===== src/rtl/seg_guard_pkg.sv =====
package seg_guard_pkg;

  localparam int SEL_W = 16;

  // access byte field positions
  localparam int ACC_PRESENT = 7;
  localparam int ACC_DPL_HI  = 6;
  localparam int ACC_DPL_LO  = 5;
  localparam int ACC_SEGDESC = 4;
  localparam int ACC_EXEC    = 3;
  localparam int ACC_CONF    = 2;
  localparam int ACC_RW      = 1;

  typedef enum logic [1:0] {
    EXC_NONE = 2'd0,
    EXC_GP   = 2'd1,
    EXC_SS   = 2'd2,
    EXC_NP   = 2'd3
  } excCode_e;

  typedef struct packed {
    logic capture;
    logic finishPre;
    logic finishDesc;
  } guardStrobes_t;

  typedef struct packed {
    logic isNull;
    logic preFault;
  } guardStatus_t;

endpackage


===== src/rtl/seg_guard_datapath.sv =====
module seg_guard_datapath
  import seg_guard_pkg::*;
#(
  parameter int LIMIT_W = 16,
  parameter int TGT_W   = 3
) (
  input  logic               clk,
  input  logic               rstN,
  input  guardStrobes_t      strobes,
  input  logic [TGT_W-1:0]   reqTarget,
  input  logic [SEL_W-1:0]   reqSel,
  input  logic [1:0]         reqCpl,
  input  logic [LIMIT_W-1:0] tableLimit,
  input  logic [7:0]         fetchAccess,
  output guardStatus_t       status,
  output logic               loadAccept,
  output logic               hiddenValid,
  output logic [1:0]         excCode,
  output logic [SEL_W-1:0]   errCode
);

  localparam int CMP_W = (LIMIT_W > SEL_W) ? LIMIT_W : SEL_W;

  logic [TGT_W-1:0]   capTgt;
  logic [SEL_W-1:0]   capSel;
  logic [1:0]         capCpl;
  logic [LIMIT_W-1:0] capLim;

  always_ff @(posedge clk) begin
    if (!rstN) begin
      capTgt <= '0;
      capSel <= '0;
      capCpl <= '0;
      capLim <= '0;
    end else if (strobes.capture) begin
      capTgt <= reqTarget;
      capSel <= reqSel;
      capCpl <= reqCpl;
      capLim <= tableLimit;
    end
  end

  logic             toStack;
  logic [1:0]       selRpl;
  logic [SEL_W-1:0] selErr;
  logic [CMP_W-1:0] entryEnd;
  logic [CMP_W-1:0] limitExt;
  logic             limitFail;

  assign toStack  = (capTgt == '0);
  assign selRpl   = capSel[1:0];
  assign selErr   = {capSel[SEL_W-1:2], 2'b00};
  assign entryEnd = CMP_W'({capSel[SEL_W-1:3], 3'b111});
  assign limitExt = CMP_W'(capLim);
  assign limitFail = entryEnd > limitExt;

  assign status.isNull   = (capSel[SEL_W-1:2] == '0);
  assign status.preFault = limitFail || (toStack && (selRpl != capCpl));

  // descriptor verdict, priority ordered per register kind
  logic       accPresent, accSeg, accExec, accConf, accRw;
  logic [1:0] accDpl;
  excCode_e   descExc;

  assign accPresent = fetchAccess[ACC_PRESENT];
  assign accDpl     = fetchAccess[ACC_DPL_HI:ACC_DPL_LO];
  assign accSeg     = fetchAccess[ACC_SEGDESC];
  assign accExec    = fetchAccess[ACC_EXEC];
  assign accConf    = fetchAccess[ACC_CONF];
  assign accRw      = fetchAccess[ACC_RW];

  always_comb begin
    descExc = EXC_NONE;
    if (toStack) begin
      if (!(accSeg && !accExec && accRw))       descExc = EXC_GP;
      else if (accDpl != capCpl)                descExc = EXC_GP;
      else if (!accPresent)                     descExc = EXC_SS;
    end else begin
      if (!(accSeg && (!accExec || accRw)))     descExc = EXC_GP;
      else if ((!accExec || !accConf) &&
               ((selRpl > accDpl) || (capCpl > accDpl)))
                                                descExc = EXC_GP;
      else if (!accPresent)                     descExc = EXC_NP;
    end
  end

  always_ff @(posedge clk) begin
    if (!rstN) begin
      loadAccept  <= 1'b0;
      hiddenValid <= 1'b0;
      excCode     <= EXC_NONE;
      errCode     <= '0;
    end else if (strobes.finishPre) begin
      hiddenValid <= 1'b0;
      if (status.isNull) begin
        loadAccept <= !toStack;
        excCode    <= toStack ? EXC_GP : EXC_NONE;
        errCode    <= '0;
      end else begin
        loadAccept <= 1'b0;
        excCode    <= EXC_GP;
        errCode    <= selErr;
      end
    end else if (strobes.finishDesc) begin
      loadAccept  <= (descExc == EXC_NONE);
      hiddenValid <= (descExc == EXC_NONE);
      excCode     <= descExc;
      errCode     <= (descExc == EXC_NONE) ? '0 : selErr;
    end else begin
      loadAccept <= 1'b0;
    end
  end

endmodule


===== src/rtl/seg_guard_control.sv =====
module seg_guard_control
  import seg_guard_pkg::*;
(
  input  logic          clk,
  input  logic          rstN,
  input  logic          reqValid,
  input  logic          fetchAck,
  input  guardStatus_t  status,
  output guardStrobes_t strobes,
  output logic          busy,
  output logic          fetchReq,
  output logic          doneStb
);

  typedef enum logic [1:0] {ST_IDLE, ST_CHECK, ST_FETCH} guardState_e;
  guardState_e state, stateNext;

  always_comb begin
    stateNext = state;
    strobes   = '0;
    unique case (state)
      ST_IDLE: if (reqValid) begin
        strobes.capture = 1'b1;
        stateNext       = ST_CHECK;
      end
      ST_CHECK: if (status.isNull || status.preFault) begin
        strobes.finishPre = 1'b1;
        stateNext         = ST_IDLE;
      end else begin
        stateNext = ST_FETCH;
      end
      ST_FETCH: if (fetchAck) begin
        strobes.finishDesc = 1'b1;
        stateNext          = ST_IDLE;
      end
      default: stateNext = ST_IDLE;
    endcase
  end

  always_ff @(posedge clk) begin
    if (!rstN) begin
      state   <= ST_IDLE;
      doneStb <= 1'b0;
    end else begin
      state   <= stateNext;
      doneStb <= strobes.finishPre || strobes.finishDesc;
    end
  end

  assign busy     = (state != ST_IDLE);
  assign fetchReq = (state == ST_FETCH);

endmodule


===== src/rtl/seg_load_guard.sv =====
module seg_load_guard
  import seg_guard_pkg::*;
#(
  parameter int LIMIT_W = 16,
  parameter int TGT_W   = 3
) (
  input  logic               clk,
  input  logic               rstN,
  input  logic               reqValid,
  input  logic [TGT_W-1:0]   reqTarget,
  input  logic [15:0]        reqSel,
  input  logic [1:0]         reqCpl,
  input  logic [LIMIT_W-1:0] tableLimit,
  output logic               busy,
  output logic               fetchReq,
  input  logic               fetchAck,
  input  logic [7:0]         fetchAccess,
  output logic               doneStb,
  output logic               loadAccept,
  output logic               hiddenValid,
  output logic [1:0]         excCode,
  output logic [15:0]        errCode
);

  guardStrobes_t strobes;
  guardStatus_t  status;

  seg_guard_control ctrl_i (
    .clk      (clk),
    .rstN     (rstN),
    .reqValid (reqValid),
    .fetchAck (fetchAck),
    .status   (status),
    .strobes  (strobes),
    .busy     (busy),
    .fetchReq (fetchReq),
    .doneStb  (doneStb)
  );

  seg_guard_datapath #(.LIMIT_W(LIMIT_W), .TGT_W(TGT_W)) dp_i (
    .clk         (clk),
    .rstN        (rstN),
    .strobes     (strobes),
    .reqTarget   (reqTarget),
    .reqSel      (reqSel),
    .reqCpl      (reqCpl),
    .tableLimit  (tableLimit),
    .fetchAccess (fetchAccess),
    .status      (status),
    .loadAccept  (loadAccept),
    .hiddenValid (hiddenValid),
    .excCode     (excCode),
    .errCode     (errCode)
  );

endmodule


===== config.mk =====
export PLATFORM = sky130hd
export DESIGN_NAME = seg_load_guard
export DESIGN_NICKNAME = d
export VERILOG_FILES = /design/src/rtl/seg_guard_pkg.sv /design/src/rtl/seg_guard_datapath.sv /design/src/rtl/seg_guard_control.sv /design/src/rtl/seg_load_guard.sv
export SDC_FILE = /design/constraint.sdc
export NUM_CORES = 1
export LEC_CHECK = 0
export ABC_AREA = 1
export BUFFER_PORTS_ARGS = -buffer_cell sky130_fd_sc_hd__buf_2
export CORE_MARGIN = 4
export CORE_UTILIZATION = 48
export CTS_CLUSTER_DIAMETER = 100
export DETAILED_ROUTE_END_ITERATION = 16
export PLACE_DENSITY = 0.86
export SLEW_MARGIN = 20
export SYNTH_ARGS = -nofsm -noshare
export SYNTH_HDL_FRONTEND = slang
export SYNTH_SLANG_ARGS = --single-unit

===== constraint.sdc =====
create_clock -name clk -period 1.78 [get_ports clk]
set_input_delay 0.178 -clock clk [delete_from_list [all_inputs] [get_ports clk]]
set_output_delay 0.178 -clock clk [all_outputs]
set_load 0.005 [all_outputs]

==> results of run 1 <==
registers in the layout (all words and copies together), names as in the netlist:
name / count
dp_i.capTgt: 3
dp_i.capCpl: 2
ctrl_i.doneStb: 1
dp_i.hiddenValid: 1
ctrl_i.state: 2
dp_i.excCode: 2
dp_i.capSel: 16
dp_i.errCode: 14
dp_i.capLim: 16
dp_i.loadAccept: 1
worst min-delay path by stage:
stage | start | end | slack (ps) | depth (start not counted)
after floorplan | reqCpl[1] | dp_i.capCpl[1] | 340 | 2
after global placement | dp_i.hiddenValid | dp_i.hiddenValid | 430 | 2
after detailed placement | dp_i.hiddenValid | dp_i.hiddenValid | 430 | 2
after CTS | tableLimit[1] | dp_i.capLim[1] | 90 | 3
after global routing | tableLimit[2] | dp_i.capLim[2] | 110 | 3
final | reqSel[12] | dp_i.capSel[12] | 100 | 3
kinds of logic after synthesis:
family | after synthesis | share of synthesized area
other | 1 | 0.00134
adder cells (fa/ha/maj) | 17 | 0.0758
XOR/XNOR | 2 | 0.00624
AO/OA/AOI/OAI | 84 | 0.163
AND/OR/NAND/NOR | 146 | 0.246
flip-flops | 58 | 0.414
buffers and inverters | 62 | 0.0936
routing by layer:
layer  wire [um]  GRT usage  up-vias
met2        4100      0.362       90
met4         307     0.0835        0
met3         399     0.0451       22
met5           0          0        -
met1        3130      0.221     1275
li1            -          -     1383
synth_stat cells:
master and n:
nand2_1 57, nor2_1 51, nand2_4 1, nand2_8 2, clkbuf_1 12, buf_4 2
nor2_8 1, o21ai_1 3, and2_1 1, nand3_4 1, buf_6 3, buf_1 1
a21oi_1 27, xor2_1 2, o21ai_0 44, nor3_1 1, inv_1 42, nor2_4 2
clkinv_1 1, nand3_1 19, nand3b_2 1, or2_0 1, nand4_1 2, inv_2 1
nor2_2 1, ha_1 17, conb_1 1, nand2_2 5, o21ai_2 10, dfxtp_1 58
critical path: stages (launching register included):
cell and delay, ps:
dfxtp_1 390, ha_4 230, nand2_4 80, inv_1 90
nand2_1 120, nand3_2 90, nand2_1 80, nand2_2 60
nand2_4 70, nand2_4 70, nand2_8 80, nand2_8 70
nor2_8 160, buf_6 140, nand2_2 40, o21ai_1 80
power breakdown:
part | internal (W) | switching, W
clock network | 0.000530 | 0.000475
logic | 0.000487 | 0.000596
registers | 0.00141 | 0.0000738
timing repair:
action	in CTS	in global routing
hold buffers	0	0
cloned	0	2
buffers inserted	5	2
pin swaps	9	25
setup endpoints to repair	19	19
gates resized for setup	20	55
metrics by stage:
step / std cells / setup TNS, ps / setup WS, ps / power, W
after floorplan: 371 / 0 / 8.59 / 0.00202
after global placement: 521 / -891 / -61.1 / 0.00226
after detailed placement: 521 / -1620 / -165 / 0.00231
after CTS: 540 / -1870 / -128 / 0.00338
after global routing: 544 / -3720 / -241 / 0.00374
final: 544 / -2060 / -155 / 0.00357
final cells by class:
| cell class | count | area [sq um] |
|---|---|---|
| well taps | 72 | 90.1 |
| inverters | 44 | 165 |
| multi-input cells | 251 | 1630 |
| clock buffers | 14 | 153 |
| flip-flops and latches | 58 | 1180 |
| fillers | 407 | 1650 |
| repair buffers | 105 | 702 |
==> summary.txt, run 1 <==
Timing
  • Slew Limit Fails: 0
  • Final-report setup violation count: 18
  • Hold WS: 96.0 ps
  • Worst-margin pin slew: 511 ps
  • Skew final: 7.19 ps
  • Worst relative slew slack: 0.657
  • Slack of the critical path: -155 ps
  • Final Hold Vio Count: 0
  • Final Critical Period: 1930 ps
  • Max Freq: 0.517 GHz
  • Unrepaired setup endpoints after global routing: true
  • Final period util: 1.09

Clock network
  • Root buf cell: clkbuf_8
  • Worst-case clock buffer depth: 2
  • Skew-Pair Late Insertion Delay: 330 ps
  • H-tree levels: 3
  • CTS tree: built
  • Clock sinks: 58
  • Worst-path clk slew: 60 ps
  • CTS Buf Count: 9

Worst hold path
  • Hold crit path type: in2reg

Yosys
  • Synth area leader: dfxtp_1
  • Yosys Warn Count: 0
  • Synthesized flop and latch total: 58
  • Unique masters post-synth: 30
  • Syn avg cell area: 7.58 sq um
  • Cells after synthesis: 370
  • Sequential element share of the synthesized area: 0.414
  • Top post-synthesis cells by area: dfxtp_1 (41%), o21ai_0 (7.8%), nand2_1 (7.6%), ha_1 (7.6%), nor2_1 (6.8%)
  • Top cell type's share of synthesized area: 0.414
  • Synthesized area: 2810 sq um

Floorplan
  • CORE AREA: 5570 sq um
  • Starting Density: 0.503
  • DIE WIDTH: 84.5 um
  • Die area: 7130 sq um
  • I/O Pins: 72
  • Rows: 27
  • Die height: 84.5 um

Flow run
  • Max_cap viols: 0

GRT
  • GRT Resource Usage Total: 0.198
  • Number of global-route vias before repair: 2621
  • First-pass GRT wire length: 11.3 mm
  • Initial antenna violation count: 0
  • Largest net degree at the start of global routing: 32
  • Total gr overflow: 0

Placement
  • RePlAce Congestion: 0.837
  • IO Port Bufs: 68
  • Placed instance area: 3380 sq um
  • HPWL after DPL: 4.94 mm

Critical path
  • Reg2reg path depth: 15
  • Crit path DAT: 2190 ps
  • Capture point of the worst path: dp_i.errCode[15]
  • Maximum fanout along the worst path: 6
  • Crit end category: flop
  • Reg2Reg Capture Point: dp_i.errCode[15]
  • Critical Path Start Type: flop
  • Crit Path Class: reg2reg
  • Register-to-Register Setup Slack: -150 ps
  • Worst EP required: 2040 ps
  • Crit path launch: dp_i.capSel[6]
  • FF-to-FF Start: dp_i.capSel[6]

Power and ir drop
  • PD cells: 912 nW/um^2
  • Static leakage: 1.86 nW
  • Max IR drop VDD: 559 uV

Drt
  • Drt drc: 0
  • Routed WL: 7.94 mm
  • ANT nets after route: 0
  • DRT iter0 DRCs: 184
  • 1st-pass router iterations: 4
  • Drt via density: 5.09
  • DR vias: 2770
  • Wire length per cell: 14.6 um

Layout
  • Share of cells above drive strength 1: 0.426
  • Nets: 535
  • Final instance area: 3920 sq um
  • Final core utilization: 0.703
  • Commonest non-fill, non-tap cells in the layout: buf_2 (68), nor2_1 (51), nand2_1 (43), o21ai_0 (42), dfxtp_1 (42)
  • Most common library cell in the layout ignoring fill and taps: buf_2
  • Syn-to-layout area delta: 39.7%
  • Ant. Diodes: 0

Outcome
  • Failing checks: setup timing
  • Status: finished with violations
(Power assumes the default switching activity.)
==> run 2: changes to the inputs <==
--- a/config.mk
+++ b/config.mk
@@ -5,13 +5,13 @@
 export SDC_FILE = /design/constraint.sdc
 export NUM_CORES = 1
 export LEC_CHECK = 0
-export ABC_AREA = 1
 export BUFFER_PORTS_ARGS = -buffer_cell sky130_fd_sc_hd__buf_2
 export CORE_MARGIN = 4
-export CORE_UTILIZATION = 48
+export CORE_UTILIZATION = 47
 export CTS_CLUSTER_DIAMETER = 100
 export DETAILED_ROUTE_END_ITERATION = 16
-export PLACE_DENSITY = 0.86
+export PLACE_DENSITY = 0.85
+export SKIP_CTS_REPAIR_TIMING = 1
 export SLEW_MARGIN = 20
 export SYNTH_ARGS = -nofsm -noshare
 export SYNTH_HDL_FRONTEND = slang
==> run 2 against run 1 <==
The run still ends with setup timing left. Final area fell by 1.6%. Register-to-register slack got worse by 380 ps. Via count rose by 0.43%. Worst hold slack got worse by 15 ps. Sequential power fell by 4%. Non-clock buffer count rose by 6. Critical path depth fell by 4. Maximum frequency fell by 17%. Synthesized cell count fell by 8.4%. Utilization fell by 1.1 points. Largest power group unchanged.
==> summary.txt, run 2 <==
Layout
  • Nets: 508 (was 535)
  • Ant. Diodes: 0 (unchanged)
  • Most common library cell in the layout ignoring fill and taps: nand2_1 (was buf_2)
  • Commonest non-fill, non-tap cells in the layout: nand2_1 (108), buf_2 (68), dfxtp_1 (48), a21boi_0 (37), buf_4 (34) (was buf_2 (68), nor2_1 (51), nand2_1 (43), o21ai_0 (42), dfxtp_1 (42))
  • Biggest regs: dp_i.capLim: 16 flops, dp_i.capSel: 16 flops, dp_i.errCode: 14 flops (unchanged)
  • Register Area: 1170 sq um (was 1180 sq um)
  • Syn-to-layout area delta: 41.2% (was 39.7%)
  • Share of cells above drive strength 1: 0.383 (was 0.426)
  • Area of the multi-input gates: 1610 sq um (was 1630 sq um)
  • Final core utilization: 0.692 (was 0.703)
  • Fillers: 439 (was 407)

Yosys
  • Synthesized area: 2730 sq um (was 2810 sq um)
  • Syn avg cell area: 8.05 sq um (was 7.58 sq um)
  • Top post-synthesis cells by area: dfxtp_1 (43%), nand2_1 (15%), a21boi_0 (10%), ha_1 (7.8%), o22ai_1 (2.5%) (was dfxtp_1 (41%), o21ai_0 (7.8%), nand2_1 (7.6%), ha_1 (7.6%), nor2_1 (6.8%))
  • Number of synthesized flops with an enable pin: 0 (unchanged)
  • Cells after synthesis: 339 (was 370)
  • Most frequent cells after synthesis: nand2_1 (110), dfxtp_1 (58), a21boi_0 (38) (was dfxtp_1 (58), nand2_1 (57), nor2_1 (51))
  • Synth area leader: dfxtp_1 (unchanged)
  • Sequential element share of the synthesized area: 0.425 (was 0.414)
  • Top cell type's share of synthesized area: 0.425 (was 0.414)
  • Ys async rst share: 0 (unchanged)
  • Most frequent cell after synthesis: nand2_1 (was dfxtp_1)
  • Yosys Warn Count: 0 (unchanged)
  • Synthesized flop and latch total: 58 (unchanged)
  • Unique masters post-synth: 37 (was 30)
  • Top FF cell, synth: dfxtp_1 (unchanged)

Placement
  • RePlAce Congestion: 0.857 (was 0.837)
  • HPWL after DPL: 5.14 mm (was 4.94 mm)
  • IO Port Bufs: 68 (unchanged)

Drt
  • DR vias: 2782 (was 2770)
  • Wire length per cell: 14.7 um (was 14.6 um)
  • ANT nets after route: 0 (unchanged)
  • 1st-pass router iterations: 5 (was 4)
  • Drt drc: 0 (unchanged)
  • DRT iter0 DRCs: 207 (was 184)
  • Drt via density: 5.36 (was 5.09)
  • Routed WL: 7.64 mm (was 7.94 mm)

Critical path
  • FF-to-FF Start: dp_i.capLim[10] (was dp_i.capSel[6])
  • Crit Path Class: reg2reg (unchanged)
  • Reg2Reg Capture Point: dp_i.errCode[3] (was dp_i.errCode[15])
  • Worst EP required: 2010 ps (was 2040 ps)
  • Reg2reg path depth: 11 (was 15)
  • Crit end category: flop (unchanged)
  • Capture point of the worst path: dp_i.errCode[3] (was dp_i.errCode[15])
  • Critical Path Start Type: flop (unchanged)
  • Crit path DAT: 2550 ps (was 2190 ps)
  • Register-to-Register Setup Slack: -540 ps (was -150 ps)
  • Crit path launch: dp_i.capLim[10] (was dp_i.capSel[6])
  • Maximum fanout along the worst path: 7 (was 6)

Floorplan
  • Rows: 27 (unchanged)
  • Starting Density: 0.490 (was 0.503)
  • Die height: 84.2 um (was 84.5 um)
  • Die area: 7090 sq um (was 7130 sq um)
  • DIE WIDTH: 84.2 um (was 84.5 um)
  • I/O Pins: 72 (unchanged)
  • CORE AREA: 5570 sq um (unchanged)

Timing
  • Final period util: 1.30 (was 1.09)
  • Max Freq: 0.431 GHz (was 0.517 GHz)
  • Skew final: 10.3 ps (was 7.19 ps)
  • Final-report setup violation count: 19 (was 18)
  • Final Hold Vio Count: 0 (unchanged)
  • Final Critical Period: 2320 ps (was 1930 ps)
  • Slack of the critical path: -539 ps (was -155 ps)
  • Unrepaired setup endpoints after global routing: true (unchanged)
  • Slew Limit Fails: 0 (unchanged)
  • Final TNS setup: -8970 ps (was -2060 ps)

Power and ir drop
  • Combinational share of power: 0.238 (was 0.303)
  • Max IR drop VDD: 455 uV (was 559 uV)
  • Seq pwr share: 0.415 (was 0.416)
  • NetSw: 0.000966 W (was 0.00114 W)
  • Power share of the clock group: 0.347 (was 0.281)
  • PD cells: 893 nW/um^2 (was 912 nW/um^2)
  • Net Sw Frac: 0.280 (was 0.320)
  • Pint: 0.00248 W (was 0.00243 W)
  • Static leakage: 1.73 nW (was 1.86 nW)

GRT
  • Number of global-route vias before repair: 2546 (was 2621)
  • First-pass GRT wire length: 11.5 mm (was 11.3 mm)
  • Largest net degree at the start of global routing: 38 (was 32)
  • Total gr overflow: 0 (unchanged)
  • Initial antenna violation count: 0 (unchanged)
  • GRT Resource Usage Total: 0.204 (was 0.198)

Clock network
  • Skew-Pair Late Insertion Delay: 340 ps (was 330 ps)
  • H-tree levels: 3 (unchanged)
  • Worst-path clk slew: 70 ps (was 60 ps)
  • Root buf cell: clkbuf_8 (unchanged)
  • CTS Buf Count: 9 (unchanged)
  • Worst-case clock buffer depth: 2 (unchanged)
  • CTS tree: built (unchanged)
  • Clock sinks: 58 (unchanged)

Outcome
  • Failing checks: setup timing (unchanged)
  • Status: finished with violations (unchanged)

Flow run
  • Max_cap viols: 0 (unchanged)

Worst hold path
  • Hold crit path type: in2reg (unchanged)
==> run 2: worst max-delay path: stages (launching register included) <==
cell     delay [ps]
dfxtp_2         340
inv_1            70
ha_4            270
nand4_1         100
or4_4           540
mux2i_4         170
a21oi_2          70
o21ai_2         160
buf_6           150
buf_6           120
a21oi_2          50
a41o_1          200
==> run 2: per-stage QoR <==
step	total power, W	hold WS [ps]	setup WS (ps)	cell area [sq um]	std cells
floorplan	0.00184	315	-256	2790	340
global placement	0.00208	425	-432	3420	497
detailed placement	0.00211	432	-619	3420	497
CTS	0.00330	67.6	-668	3620	513
global route	0.00365	71.0	-633	3860	519
finish	0.00344	81.3	-539	3860	519
==> run 2: per-layer routing <==
layer / GRT usage / vias to the layer above / wire (um)
met5: 0 / - / 0
met4: 0.0760 / 0 / 184
met3: 0.0736 / 18 / 557
met2: 0.345 / 109 / 3850
met1: 0.236 / 1303 / 3050
li1: - / 1352 / -
==> run 2: worst min-delay path by stage <==
stage / from / to / slack, ps / cells past startpoint
2_1_floorplan: tableLimit[11] / dp_i.capLim[11] / 320 / 2
3_3_place_gp: tableLimit[5] / dp_i.capLim[5] / 430 / 3
3_5_place_dp: tableLimit[6] / dp_i.capLim[6] / 430 / 3
4_1_cts: tableLimit[6] / dp_i.capLim[6] / 70 / 3
5_1_grt: tableLimit[15] / dp_i.capLim[15] / 70 / 3
6_report: tableLimit[6] / dp_i.capLim[6] / 80 / 3
==> run 2: kinds of logic (layout without fill, tap and decap cells) <==
family | Yosys count | in the layout | share of synthesized area
and+or+nand+nor | 145 | 145 | 0.224
DFF | 58 | 58 | 0.425
xor gates and xnor gates | 2 | 2 | 0.00642
adders and majority gates | 17 | 17 | 0.0779
AOI/OAI and AO/OA | 77 | 77 | 0.201
buffers and inverters | 38 | 145 | 0.0605
other | 1 | 2 | 0.00137
muxes | 1 | 1 | 0.00367
==> run 2: power by group through the flow <==
| stage | Clock (W) | Sequential [W] | Combinational (W) |
|---|---|---|---|
| 4_1_cts | 0.00121 | 0.00142 | 0.000664 |
| 5_1_grt | 0.00131 | 0.00144 | 0.000907 |
| 3_3_place_gp | 0 | 0.00145 | 0.000634 |
| 2_1_floorplan | 0 | 0.00145 | 0.000385 |
| 6_report | 0.00119 | 0.00143 | 0.000821 |
| 3_5_place_dp | 0 | 0.00145 | 0.000659 |
==> run 2: area by class of cell <==
class                      instances  share of cell area
inverter                          18              0.0175
clock inverter                     1             0.00130
sequential                        58               0.304
multi-input combinational        244               0.417
tap                               72              0.0234
timing repair buffer             111               0.185
clock buffer                      15              0.0509
